$ cat src/rtl/fts_pkg.sv
package fts_pkg;

  localparam int STAT_W = 3;

  typedef enum logic [STAT_W-1:0] {
    ST_RUN       = 3'd0,
    ST_IDLE      = 3'd1,
    ST_SQUASH    = 3'd2,
    ST_BLOCK     = 3'd3,
    ST_MISS_WAIT = 3'd4,
    ST_MISS_DONE = 3'd5,
    ST_QUIESCE   = 3'd6,
    ST_TRAP      = 3'd7
  } fetch_stat_e;

  function automatic logic stat_can_fetch(input logic [STAT_W-1:0] code);
    logic ok;
    case (fetch_stat_e'(code))
      ST_RUN, ST_IDLE, ST_MISS_DONE: ok = 1'b1;
      default:                       ok = 1'b0;
    endcase
    return ok;
  endfunction

endpackage

$ cat src/rtl/fts_elig_vec.sv
module fts_elig_vec
  import fts_pkg::*;
#(
  parameter int N_THR = 4,
  parameter int CNT_W = 3
) (
  input  logic [N_THR*STAT_W-1:0] thr_status,
  input  logic [CNT_W-1:0]        cnt_eff,
  output logic [N_THR-1:0]        stat_ok,
  output logic [N_THR-1:0]        rr_ok
);

  for (genvar t = 0; t < N_THR; t++) begin : g_thr
    always_comb begin
      stat_ok[t] = stat_can_fetch(thr_status[t*STAT_W +: STAT_W]);
      rr_ok[t]   = stat_ok[t] && (CNT_W'(t) < cnt_eff);
    end
  end

endmodule

$ cat src/rtl/fts_rr_pick.sv
module fts_rr_pick #(
  parameter int N_THR = 4,
  parameter int TID_W = 2
) (
  input  logic                   clk,
  input  logic                   rst_n,
  input  logic [N_THR*TID_W-1:0] order_flat,
  input  logic [N_THR-1:0]       rr_ok,
  output logic                   hit,
  output logic [TID_W-1:0]       hit_tid,
  output logic [TID_W-1:0]       hit_pos
);

  logic [N_THR-1:0] slot_ok;

  for (genvar p = 0; p < N_THR; p++) begin : g_slot
    always_comb slot_ok[p] = rr_ok[order_flat[p*TID_W +: TID_W]];
  end

  always_comb begin
    hit     = 1'b0;
    hit_tid = '0;
    hit_pos = '0;
    for (int p = N_THR - 1; p >= 0; p--) begin
      if (slot_ok[p]) begin
        hit     = 1'b1;
        hit_tid = order_flat[p*TID_W +: TID_W];
        hit_pos = TID_W'(p);
      end
    end
  end

  // a hit always names a thread that the eligibility logic marked
  p_hit_eligible_r2: assert property (@(posedge clk) disable iff (!rst_n)
    hit |-> rr_ok[hit_tid]);

  // no hit exactly when no candidate thread is eligible
  p_nohit_none_r7: assert property (@(posedge clk) disable iff (!rst_n)
    !hit |-> (rr_ok == '0));

endmodule

$ cat src/rtl/fts_prio_order.sv
module fts_prio_order #(
  parameter int N_THR = 4,
  parameter int TID_W = 2
) (
  input  logic                   clk,
  input  logic                   rst_n,
  input  logic                   upd_en,
  input  logic [TID_W-1:0]       upd_pos,
  output logic [N_THR*TID_W-1:0] order_flat
);

  logic [TID_W-1:0] order_q [N_THR];
  logic [TID_W-1:0] order_d [N_THR];
  logic [TID_W-1:0] moved_id;

  always_comb moved_id = order_q[upd_pos];

  always_comb begin
    for (int p = 0; p < N_THR; p++) begin
      order_d[p] = order_q[p];
      if (upd_en) begin
        if (p == N_THR - 1)
          order_d[p] = moved_id;
        else if (TID_W'(p) >= upd_pos)
          order_d[p] = order_q[p+1];
      end
    end
  end

  for (genvar p = 0; p < N_THR; p++) begin : g_reg
    always_ff @(posedge clk or negedge rst_n) begin
      if (!rst_n)
        order_q[p] <= TID_W'(p);
      else if (upd_en)
        order_q[p] <= order_d[p];
    end
    always_comb order_flat[p*TID_W +: TID_W] = order_q[p];
  end

  logic [N_THR-1:0] present;
  always_comb begin
    present = '0;
    for (int p = 0; p < N_THR; p++) present[order_q[p]] = 1'b1;
  end

  // the list always stays a permutation of all thread IDs
  p_perm_r3: assert property (@(posedge clk) disable iff (!rst_n)
    $countones(present) == N_THR);

  // the consumed ID lands at the tail one edge later
  p_tail_is_grant_r3: assert property (@(posedge clk) disable iff (!rst_n)
    upd_en |=> order_q[N_THR-1] == $past(moved_id));

  // entries ahead of the moved one keep their place
  p_head_kept_r3: assert property (@(posedge clk) disable iff (!rst_n)
    (upd_en && upd_pos != '0) |=> order_q[0] == $past(order_q[0]));

  // no update, no change
  p_hold_r4: assert property (@(posedge clk) disable iff (!rst_n)
    !upd_en |=> $stable(order_flat));

endmodule

$ cat src/rtl/fts_thread_select.sv
module fts_thread_select
  import fts_pkg::*;
#(
  parameter int N_THR = 4
) (
  input  logic                    clk,
  input  logic                    rst_n,
  input  logic [N_THR*3-1:0]      thr_status,
  input  logic [N_THR-1:0]        active_mask,
  input  logic                    policy_rr,
  input  logic [2:0]              cfg_threads,
  input  logic                    fetch_accept,
  output logic                    grant_valid,
  output logic [$clog2(N_THR)-1:0] grant_tid
);

  localparam int TID_W = $clog2(N_THR);
  localparam int CNT_W = 3;

  logic [CNT_W-1:0]       cnt_eff;
  logic                   multi;
  logic [N_THR-1:0]       stat_ok;
  logic [N_THR-1:0]       rr_ok;
  logic [N_THR*TID_W-1:0] order_flat;
  logic                   rr_hit;
  logic [TID_W-1:0]       rr_tid;
  logic [TID_W-1:0]       rr_pos;
  logic                   any_act;
  logic [TID_W-1:0]       first_act;
  logic                   upd_en;

  // clamp the configured count
  always_comb begin
    if (cfg_threads == '0)
      cnt_eff = CNT_W'(1);
    else if (cfg_threads > CNT_W'(N_THR))
      cnt_eff = CNT_W'(N_THR);
    else
      cnt_eff = cfg_threads;
    multi = (cnt_eff > CNT_W'(1));
  end

  fts_elig_vec #(.N_THR(N_THR), .CNT_W(CNT_W)) u_elig (
    .thr_status (thr_status),
    .cnt_eff    (cnt_eff),
    .stat_ok    (stat_ok),
    .rr_ok      (rr_ok)
  );

  fts_prio_order #(.N_THR(N_THR), .TID_W(TID_W)) u_order (
    .clk        (clk),
    .rst_n      (rst_n),
    .upd_en     (upd_en),
    .upd_pos    (rr_pos),
    .order_flat (order_flat)
  );

  fts_rr_pick #(.N_THR(N_THR), .TID_W(TID_W)) u_pick (
    .clk        (clk),
    .rst_n      (rst_n),
    .order_flat (order_flat),
    .rr_ok      (rr_ok),
    .hit        (rr_hit),
    .hit_tid    (rr_tid),
    .hit_pos    (rr_pos)
  );

  always_comb begin
    any_act   = 1'b0;
    first_act = '0;
    for (int t = N_THR - 1; t >= 0; t--) begin
      if (active_mask[t]) begin
        any_act   = 1'b1;
        first_act = TID_W'(t);
      end
    end
  end

  always_comb begin
    grant_valid = 1'b0;
    grant_tid   = '0;
    if (!multi) begin
      if (any_act && stat_ok[first_act]) begin
        grant_valid = 1'b1;
        grant_tid   = first_act;
      end
    end else if (!policy_rr) begin
      grant_valid = 1'b1;
    end else if (rr_hit) begin
      grant_valid = 1'b1;
      grant_tid   = rr_tid;
    end
  end

  always_comb upd_en = fetch_accept && policy_rr && multi && rr_hit;

  // static policy always serves thread 0
  p_static_zero_r5: assert property (@(posedge clk) disable iff (!rst_n)
    (multi && !policy_rr) |-> (grant_valid && grant_tid == '0));

  // single-thread grant is the lowest active thread
  p_single_lowest_r6: assert property (@(posedge clk) disable iff (!rst_n)
    (!multi && grant_valid) |-> (active_mask[grant_tid] &&
      ((active_mask & ((N_THR'(1) << grant_tid) - N_THR'(1))) == '0)));

  // an idle grant carries thread 0
  p_idle_tid_r10: assert property (@(posedge clk) disable iff (!rst_n)
    !grant_valid |-> grant_tid == '0);

  // a granted thread never holds a non-fetching status in single mode
  p_single_stat_r1: assert property (@(posedge clk) disable iff (!rst_n)
    (!multi && grant_valid) |-> stat_can_fetch(thr_status[grant_tid*3 +: 3]));

endmodule

$ cat config.mk
export PLATFORM = sky130hd
export DESIGN_NAME = fts_thread_select
export DESIGN_NICKNAME = d
export VERILOG_FILES = /design/src/rtl/fts_pkg.sv /design/src/rtl/fts_elig_vec.sv /design/src/rtl/fts_rr_pick.sv /design/src/rtl/fts_prio_order.sv /design/src/rtl/fts_thread_select.sv
export SDC_FILE = /design/constraint.sdc
export NUM_CORES = 1
export LEC_CHECK = 0
export ABC_AREA = 1
export BUFFER_PORTS_ARGS = -buffer_cell sky130_fd_sc_hd__buf_2
export CELL_PAD_IN_SITES_DETAIL_PLACEMENT = 1
export CELL_PAD_IN_SITES_GLOBAL_PLACEMENT = 1
export CORE_UTILIZATION = 34
export DETAILED_ROUTE_END_ITERATION = 8
export GPL_ROUTABILITY_DRIVEN = 1
export PLACE_DENSITY = 0.77
export SLEW_MARGIN = 25
export SYNTH_ARGS = -nofsm -noshare
export SYNTH_HDL_FRONTEND = slang
export SYNTH_HIERARCHICAL = 1
export SYNTH_SLANG_ARGS = --single-unit
$ cat constraint.sdc
create_clock -name clk -period 2.5 [get_ports clk]
set_clock_uncertainty 0.05 [all_clocks]
set_input_delay 0.125 -clock clk [delete_from_list [all_inputs] [get_ports clk]]
set_output_delay 0.125 -clock clk [all_outputs]
set_load 0.02 [all_outputs]
==> results.ini, run 1 <==
[placed_design]
dpl_cell_area_mm2=0.00113
io_buffers=25
dp_hpwl_um=2370
gp_congestion=0.777

[floorplanning]
dieWidth_um=55.4
die_h_um=55.4
core_area_mm2=0.00259
io_pins=26
rows=18
initial_core_util_pct=37.4
dieArea_mm2=0.00307

[run_status]
status=complete, no violations

[layout]
fill_cells=394
stdcell_area_mm2=0.00116
diodes=0
nets=228
syn_to_final_growth_pct=20.2
register_area_um2=205
multi_input_area_um2=609
drive_gt1_share_pct=28.9

[clock_network]
cts_made_buffers=3
clockBufferDepth=2
htreeDepth=1
cts_tree=done
cts.clk_slew.worst_paths_ns=0.06
cts_setup_buffers=0
clock_tree.root_cell=clkbuf_4
insertion_delay_ns=0.26
cts.sinks=8
post_cts_resized=0

[grt]
grt_pass1_wl_um=4740
track_usage_pct=19.1
grt_pass1_vias=1112
antenna_found_initial=0
grt_overflow=0
grt_max_degree=9

[yosys]
yosysMostFrequentCell=nand2_1
synth_top_area_share_pct=24.8
synthesis.nets=198
synth-edff-count=0
synth_ff_type=dfstp_2
post-synth-top-area-cell=nand2_1
synth-seq-cells=8
netlist_top_cells_area=nand2_1 (25%), inv_1 (12%), dfstp_2 (11%), dfrtp_1 (10%), nand3_1 (8.3%)
syn-instance-count=175
yosys-top-cells-count=nand2_1 (64), inv_1 (30), nand3_1 (16)
synth.distinct_cells=23
yosys_warnings=6
avgSynthCellArea_um2=5.53
netlist_area_um2=968
synthArstFlopShare_pct=100
synth-seq-area-share_pct=21.2

[power_and_ir_drop]
power.switching_mw=0.445
power.internal_mw=0.394
p_sw_share_pct=53.0
power_density_mw_per_mm2=721
ir_drop_mv=0.539
power_frac_clock_pct=13.2
seqPwrFrac_pct=28.2
cellLeakagePower_nw=0.710
p_total_mw=0.839
p_comb_share_pct=58.6

[routing]
drt_wl_total_um=2740
wl_met3_um=104
routed.top_layer=met4
wl_met1_um=1330
vias=1120
ant_nets=0
drtIter0Drc=23
met2WireLength_um=1290
routedWlPerCell_um=11.7
vias_per_cell=4.79
drt_drc_violations_left=0
firstDrtPassIters=4

[sta]
final_hold_viol_count=0
fmax_mhz=468
rsz0062_at_grt=false
fin_crit_sh_pct=85.4
maxSlewViolCount=0
tightest_slew_ns=0.521
slew_headroom_pct=65.0
fin_tns_setup_ns=0
hold_ws_ns=0.182
setup_viol=0
period_needed_ns=2.13

[critical_path]
worst-path-buf-inv=2
cp-end-kind=flop
worstPathArrival_ns=2.23
cp_top_family=simple AND/OR/NAND/NOR gates
cp.required_ns=2.59
crit_type=reg2reg
cp-startpoint=u_order/order_flat[0]
crit_path_top_delay_cell=dfrtp_1
crit_chain=o211ai_1 > nand2_2 > nor3_1 > inv_2 > o21ai_4 > inv_2 > nand2_1 > nand2_1
rr_startpoint=u_order/order_flat[0]
max_stage_delay_ns=0.47
startpoint_type=flop
cp_max_fo=7

[min_path]
hp-class=in2async

[run]
maxCapViolCount=0

-- layout make-up --
| cell class | count | area share [%] |
|---|---|---|
| multi-input combinational | 126 | 52.4 |
| sequential | 8 | 17.6 |
| inverter | 40 | 12.9 |
| timing repair buffer | 26 | 11.6 |
| tap | 30 | 3.23 |
| clock buffer | 4 | 2.26 |
-- per-stage QoR --
| step | instances | worst slack (ns) | util (%) |
|---|---|---|---|
| global route | 234 | 0.259 | 44.9 |
| detailed placement | 229 | 0.199 | 43.5 |
| CTS | 234 | 0.375 | 44.9 |
| finish | 234 | 0.365 | 44.9 |
| floorplan | 175 | 0.675 | - |
| global placement | 229 | 0.306 | 43.5 |
-- cells by family after synthesis --
family	after synthesis	share of synthesized area, %
flops	8	21.2
compound gates	13	9.69
simple gates	113	53.2
buf+inv	41	15.9
-- cell usage in the layout (no fill, tap or decap), types with 2 or more instances in the layout --
cell type	n
o21ai_0	2
dfstp_2	4
a21oi_1	5
o21ai_1	2
nand3_1	16
clkbuf_4	3
nand2_4	2
nand2_1	64
nor2_1	13
inv_1	30
nand3_2	2
buf_2	25
nand3b_1	2
nand4_1	3
dfrtp_1	4
inv_2	10
nand2_2	5
nor2_2	4
-- worst paths after layout --
| kind | to | slack (ns) | cells past startpoint |
|---|---|---|---|
| min in group clk | u_order/order_flat[1] | 0.25 | 5 |
| max in group asynchronous | asynchronous set/reset pin | 1.96 | 2 |
| min | u_order/order_flat[0] | 0.18 | 2 |
| max reg2reg | u_order/order_flat[4] | 0.37 | 8 |
| max | u_order/order_flat[4] | 0.37 | 8 |
| min reg2reg | u_order/order_flat[5] | 0.43 | 2 |
-- power by group through the flow --
stage,Combinational (mW),Sequential [mW],Clock [mW]
6_report,0.492,0.237,0.111
5_1_grt,0.551,0.245,0.121
4_1_cts,0.489,0.241,0.114
3_5_place_dp,0.483,0.239,0
3_3_place_gp,0.457,0.241,0
2_1_floorplan,0.373,0.216,0
-- repair_timing --
| action | 4_1_cts | 5_1_grt |
|---|---|---|
| hold buffers | 1 | 0 |
| endpoints found under the hold margin | 8 | 0 |
| setup endpoints to repair | 0 | 0 |
-- layer usage --
metal  vias up  GRT usage [%]
li1        587              -
met1       504           24.8
met2        25           32.0
met3         4           5.39
met4         0           2.86
met5         -              0
No activity file was read; power rests on OpenSTA's default activity.
==> inputs of run 2 (changes only) <==
==> constraint.sdc (replaced) <==
create_clock -name clk -period 2.35 [get_ports clk]
set_clock_uncertainty 0.05 [all_clocks]
set_input_delay 0.1175 -clock clk [delete_from_list [all_inputs] [get_ports clk]]
set_output_delay 0.1175 -clock clk [all_outputs]
set_load 0.005 [all_outputs]
==> run 2 against run 1 <==
Compared with the run above:
- final cell count increased by 0.43%
- clock-buffer cell count stayed put
- via count is 2.1% higher
- design area rose by 0.64%
- sequential power is 5% higher
- largest cell class unchanged
- non-clock buffer count grew 1
- critical path type unchanged
- flip-flop and latch count stayed put
- utilization up 0.29 points
- hold slack barely moved
- die area stayed put
- sequential share of layout area shrank 0.11 points
==> results.ini, run 2 (synthesis gave the netlist of run 1 again) <==
[placed_design]
dp_hpwl_um=2370  ; -0.25%
io_buffers=25  ; unchanged
dpl.cell_count=230  ; +0.44%
gp_congestion=0.790  ; +1.7%

[routing]
vias_per_cell=4.87  ; +1.7%
firstDrtPassIters=4  ; unchanged
drt_drc_violations_left=0  ; unchanged
drtIter0Drc=20  ; -13%
drt_wl_total_um=2760  ; +0.73%
vias=1144  ; +2.1%
ant_nets=0  ; unchanged
routedWlPerCell_um=11.7  ; +0.30%

[layout]
syn_to_final_growth_pct=20.9
fill_cells=385  ; -2.3%
layout_commonest_cell=nand2_1
drive_gt1_share_pct=29.3  ; +0.35 points
nets=229  ; +0.44%
final_util_pct=45.2  ; +0.29 points
instances_no_fill=235  ; +0.43%
layout_common_cells=nand2_1 (64), inv_1 (30), buf_2 (25)
diodes=0  ; unchanged

[sta]
hold_ws_ns=0.181  ; -0.000143 ns
tightest_slew_ns=0.488  ; -0.0325 ns
period_needed_ns=2.14  ; +0.00567 ns
fin_tns_setup_ns=0  ; unchanged
slew_headroom_pct=67.2  ; +2.2 points
setup_viol=0  ; unchanged
final_hold_viol_count=0  ; unchanged
rsz0062_at_grt=false
maxSlewViolCount=0  ; unchanged
fin_crit_sh_pct=91.1  ; +5.7 points
fmax_mhz=467  ; -0.26%

[clock_network]
insertion_delay_ns=0.25  ; about the same
cts.clk_slew.worst_paths_ns=0.05  ; about the same
clock_tree.root_cell=clkbuf_4
clockBufferDepth=2  ; unchanged
htreeDepth=1  ; unchanged
cts_setup_buffers=0  ; unchanged
cts_tree=done
cts_made_buffers=3  ; unchanged
cts.sinks=8  ; unchanged

[grt]
grt_overflow=0  ; unchanged
track_usage_pct=19.6  ; +0.53 points
grt_max_degree=9  ; unchanged
grt_pass1_vias=1201  ; +8.0%
antenna_found_initial=0  ; unchanged
grt_pass1_wl_um=4900  ; +3.4%

[floorplanning]
io_pins=26  ; unchanged
initial_core_util_pct=37.4  ; unchanged
die_h_um=55.4  ; unchanged
core_area_mm2=0.00259  ; unchanged
rows=18  ; unchanged
dieWidth_um=55.4  ; unchanged
dieArea_mm2=0.00307  ; unchanged

[min_path]
hp-class=in2async

[critical_path]
cp.required_ns=2.44  ; -0.15 ns
crit_top_cell=nand2_1
worst-path-buf-inv=2  ; unchanged
crit_chain=nor2_1 > nor2_1 > nand2_1 > nand2_1 > nor2_1 > nor3_1 > inv_2 > o21ai_4 > inv_2 > nand2_1 > nand2_1
worstPathArrival_ns=2.23  ; about the same
startpoint_type=flop
crit_type=reg2reg
max_stage_delay_ns=0.59  ; +0.12 ns
cp-end-kind=flop
cp_top_family=simple AND/OR/NAND/NOR gates
crit_path_top_delay_cell=dfstp_2
cp_max_fo=7  ; unchanged

[power_and_ir_drop]
power_density_mw_per_mm2=745  ; +3.3%
ir_drop_mv=0.470  ; -13%
cellLeakagePower_nw=0.716  ; +0.74%

[run]
maxCapViolCount=0  ; unchanged

[run_status]
status=complete, no violations

run 2: changes by cell type in the layout (fill, tap and decap cells not counted):
cell and change:
buf_4 +1
run 2: final timing paths:
| path | end | slack (ns) | depth (start not counted) |
|---|---|---|---|
| min reg2reg | u_order/order_flat[5] | 0.44 | 2 |
| min in group clk | u_order/order_flat[3] | 0.32 | 6 |
| min | u_order/order_flat[0] | 0.18 | 2 |
| max | u_order/order_flat[4] | 0.21 | 11 |
| max in group asynchronous | asynchronous set/reset pin | 1.83 | 2 |
| max reg2reg | u_order/order_flat[4] | 0.21 | 11 |
run 2: power by group:
group          total (mW)  switching, mW  internal, mW  leakage (nW)
clock               0.111         0.0461        0.0649        0.0150
combinational       0.513          0.342         0.171         0.605
sequential          0.249         0.0634         0.186        0.0952
total               0.873          0.451         0.422         0.716
run 2: routing by layer:
metal | routed length [um] | track usage (%) | part of all wire [%] | vias to the layer above
met1 | 1260 | 23.1 | 46 | 536
li1 | - | - | - | 589
met2 | 1410 | 36.1 | 51 | 17
met5 | 0 | 0 | 0 | -
met3 | 74 | 3.51 | 2.7 | 2
met4 | 12 | 5.36 | 0.44 | 0
run 2: layout make-up:
type | instances | area (um^2) | share of cell area (%)
Sequential cell | 8 | 205 | 17.5
Timing Repair Buffer | 27 | 143 | 12.2
Inverter | 40 | 150 | 12.8
Tap cell | 30 | 37.5 | 3.21
Multi-Input combinational cell | 126 | 609 | 52.0
Clock buffer | 4 | 26.3 | 2.24
run 2: what timing repair did:
item	CTS	global route
hold buffers	1	0
hold endpoints to repair	8	0
gates resized for setup	0	0
run 2: per-stage QoR:
stage / setup slack (ns) / power (mW) / area (um^2)
6_report: 0.210 / 0.873 / 1170
5_1_grt: 0.0178 / 0.969 / 1170
4_1_cts: 0.262 / 0.879 / 1170
3_5_place_dp: 0.0931 / 0.759 / 1130
3_3_place_gp: 0.265 / 0.735 / 1130
2_1_floorplan: 0.533 / 0.616 / 968
==> inputs of run 3 (changes only) <==
ABC_AREA = not set   (was 1)
CORE_UTILIZATION = 39   (was 34)
GPL_ROUTABILITY_DRIVEN = 0   (was 1)
PLACE_DENSITY = 0.76   (was 0.77)
SLEW_MARGIN = not set   (was 25)
==> run 3 against run 2 <==
Compared with the run above:
- the run now ends with setup timing left
- die area is 8.3% lower
- fmax is 15% lower
- sequential power is 27% higher
- register-to-register slack worse by 0.38 ns
- clock power is 9% higher
- via count is 5.6% lower
- worst setup slack worse by 0.38 ns
- utilization is 13 points higher
- sequential share of layout area is 3.3 points lower
- wire length is 26% higher
- non-clock buffer count is 27 higher
- total power is 77% higher
- critical endpoint unchanged
- highest routed layer unchanged
==> results.ini, run 3 <==
[run_status]
status=finished with violations
violations=setup timing

[yosys]
post-synth-top-area-cell=dfstp_2
synth-edff-count=0  ; unchanged
synthArstFlopShare_pct=100  ; unchanged
syn-instance-count=108  ; -38%
synth_ff_type=dfstp_2
yosys_warnings=6  ; unchanged
avgSynthCellArea_um2=9.40  ; +70%
netlist_area_mm2=0.00101  ; +4.8%
synthesis.nets=131  ; -34%
yosys-top-cells-count=inv_1 (14), a21oi_1 (7), mux2_2 (7), mux2i_1 (7), o21ai_0 (7)
synth-seq-area-share_pct=20.2  ; -0.97 points
synth_top_area_share_pct=10.4  ; -14 points
yosysMostFrequentCell=inv_1
synth.distinct_cells=40  ; +74%
synth-seq-cells=8  ; unchanged
netlist_top_cells_area=dfstp_2 (10%), dfrtp_1 (9.9%), mux2_2 (7.8%), mux2i_1 (6.9%), inv_1 (5.2%)

[critical_path]
rr_startpoint=u_order/order_flat[2]
crit_type=reg2reg
worstPathArrival_ns=2.63  ; +0.40 ns
cp-startpoint=u_order/order_flat[2]
max_stage_delay_ns=0.54  ; -0.05 ns
crit_chain=mux4_2 > nand2b_4 > or3_4 > o211a_1 > and2_4 > a21bo_4 > mux2_4
cp.required_ns=2.46  ; +0.02 ns
cp_top_family=multiplexers
cp-end-kind=flop
startpoint_type=flop
crit_path_top_delay_cell=dfstp_2
cp_max_fo=4  ; -3
worst-path-buf-inv=0  ; -2

[routing]
drt_drc_violations_left=0  ; unchanged
vias_per_cell=5.60  ; +15%
ant_nets=0  ; unchanged
vias=1080  ; -5.6%
drtIter0Drc=12  ; -40%
routedWlPerCell_um=17.9  ; +53%
drt_wl_total_um=3460  ; +26%
firstDrtPassIters=4  ; unchanged

[power_and_ir_drop]
ir_drop_mv=0.753  ; +60%
p_total_mw=1.54  ; +77%
cellLeakagePower_nw=0.679  ; -5.2%
power_density_mw_per_mm2=1070  ; +43%

[sta]
fin_tns_setup_ns=-1.28  ; -1.28 ns
rsz0062_at_grt=true
fmax_mhz=396  ; -15%
fin_crit_sh_pct=107  ; +16 points
tightest_slew_ns=0.474  ; -0.0144 ns
timing.final.ws_setup_ns=-0.172  ; -0.382 ns
period_needed_ns=2.52  ; +0.382 ns
final_hold_viol_count=0  ; unchanged
maxSlewViolCount=0  ; unchanged
setup_viol=11  ; +11
slew_headroom_pct=68.3  ; +1.1 points

[layout]
layout_common_cells=buf_4 (27), buf_2 (25), inv_1 (14)
register_area_um2=205  ; unchanged
nets=187  ; -18%
drive_gt1_share_pct=58.9  ; +30 points
multi_input_area_um2=772  ; +27%
diodes=0  ; unchanged
stdcell_area_mm2=0.00144  ; +23%
syn_to_final_growth_pct=42.2
fill_cells=302  ; -22%
layout_commonest_cell=buf_4

[clock_network]
cts_tree=done
insertion_delay_ns=0.27  ; +0.02 ns
cts.clk_slew.worst_paths_ns=0.06  ; about the same
cts.sinks=8  ; unchanged
cts_made_buffers=3  ; unchanged
clockBufferDepth=2  ; unchanged
htreeDepth=1  ; unchanged
clock_tree.root_cell=clkbuf_4

[placed_design]
io_buffers=25  ; unchanged
dp_slack_ns=-0.407  ; -0.500 ns
dpl_cell_area_mm2=0.00133  ; +17%
dp_hpwl_um=2550  ; +7.4%

[floorplanning]
core_area_mm2=0.00248  ; -4.3%
dieWidth_um=53.0  ; -4.3%
die_h_um=53.0  ; -4.3%
rows=18  ; unchanged
initial_core_util_pct=41.0  ; +3.6 points
dieArea_mm2=0.00281  ; -8.3%
io_pins=26  ; unchanged

[grt]
grt_pass1_vias=1055  ; -12%
grt_max_degree=10  ; +1
grt_pass1_wl_um=4650  ; -5.1%
track_usage_pct=23.6  ; +4.0 points
antenna_found_initial=0  ; unchanged
grt_overflow=0  ; unchanged

[run]
maxCapViolCount=0  ; unchanged

[min_path]
hp-class=in2async

-- run 3: cell types whose count changed after synthesis, moves of 6 or more --
cell,previous run,this run
mux2i_1,0,7
inv_2,10,0
inv_1,30,14
nor2_1,13,3
mux2_2,0,7
nand3_1,16,0
nand2_1,64,5
nor2b_1,0,6
-- run 3: layout make-up --
cell class | count | share of cell area (%)
Timing Repair Buffer | 54 | 24.2
Inverter | 14 | 3.64
Sequential cell | 8 | 14.2
Tap cell | 30 | 2.60
Multi-Input combinational cell | 83 | 53.5
Clock buffer | 4 | 1.82
-- run 3: metal layers --
metal	wire length (um)	track usage, %	vias to the layer above
li1	-	-	519
met1	1370	24.5	530
met2	1940	46.6	25
met3	97	1.72	6
met4	48	11.4	0
met5	0	0	-
-- run 3: repair_timing --
action / CTS / global route
setup endpoints to repair: 11 / 11
cloned: 0 / 0
buffers inserted: 2 / 3
gates resized for setup: 4 / 6
hold buffers: 1 / 0
pin swaps: 4 / 4
endpoints found under the hold margin: 8 / 0
-- run 3: report_power, final --
| part | switching [mW] | total (mW) | internal, mW |
|---|---|---|---|
| Combinational | 0.519 | 1.10 | 0.585 |
| Clock | 0.0552 | 0.121 | 0.0655 |
| Sequential | 0.0805 | 0.317 | 0.237 |
| Total | 0.655 | 1.54 | 0.887 |
-- run 3: per-stage QoR --
step | hold WS [ns] | utilization [%] | instances
after detailed placement | -0.0804 | 53.7 | 183
after floorplan | -0.228 | - | 108
after global routing | 0.200 | 58.2 | 193
after global placement | -0.0883 | 53.7 | 183
after CTS | 0.161 | 56.3 | 190
final | 0.177 | 58.2 | 193
-- run 3: worst paths after layout --
path                                               to  slack [ns]  depth (start not counted)
hold reg to reg                                  flop        0.49                          2
setup reg to reg                u_order/order_flat[4]       -0.17                          7
setup / recovery                u_order/order_flat[4]       -0.17                          7
hold / removal                  u_order/order_flat[4]        0.18                          2
min in group clk                                 flop        0.37                          5
max in group asynchronous  asynchronous set/reset pin        1.83                          2
-- run 3: cells by family (layout without fill, tap and decap cells) --
kind of cell	Yosys count	count (layout)	synth area share (%)
AOI/OAI and AO/OA	38	38	32.4
buffers and inverters	17	72	7.77
DFF	8	8	20.2
muxes	18	18	22.1
and+or+nand+nor	27	27	17.5
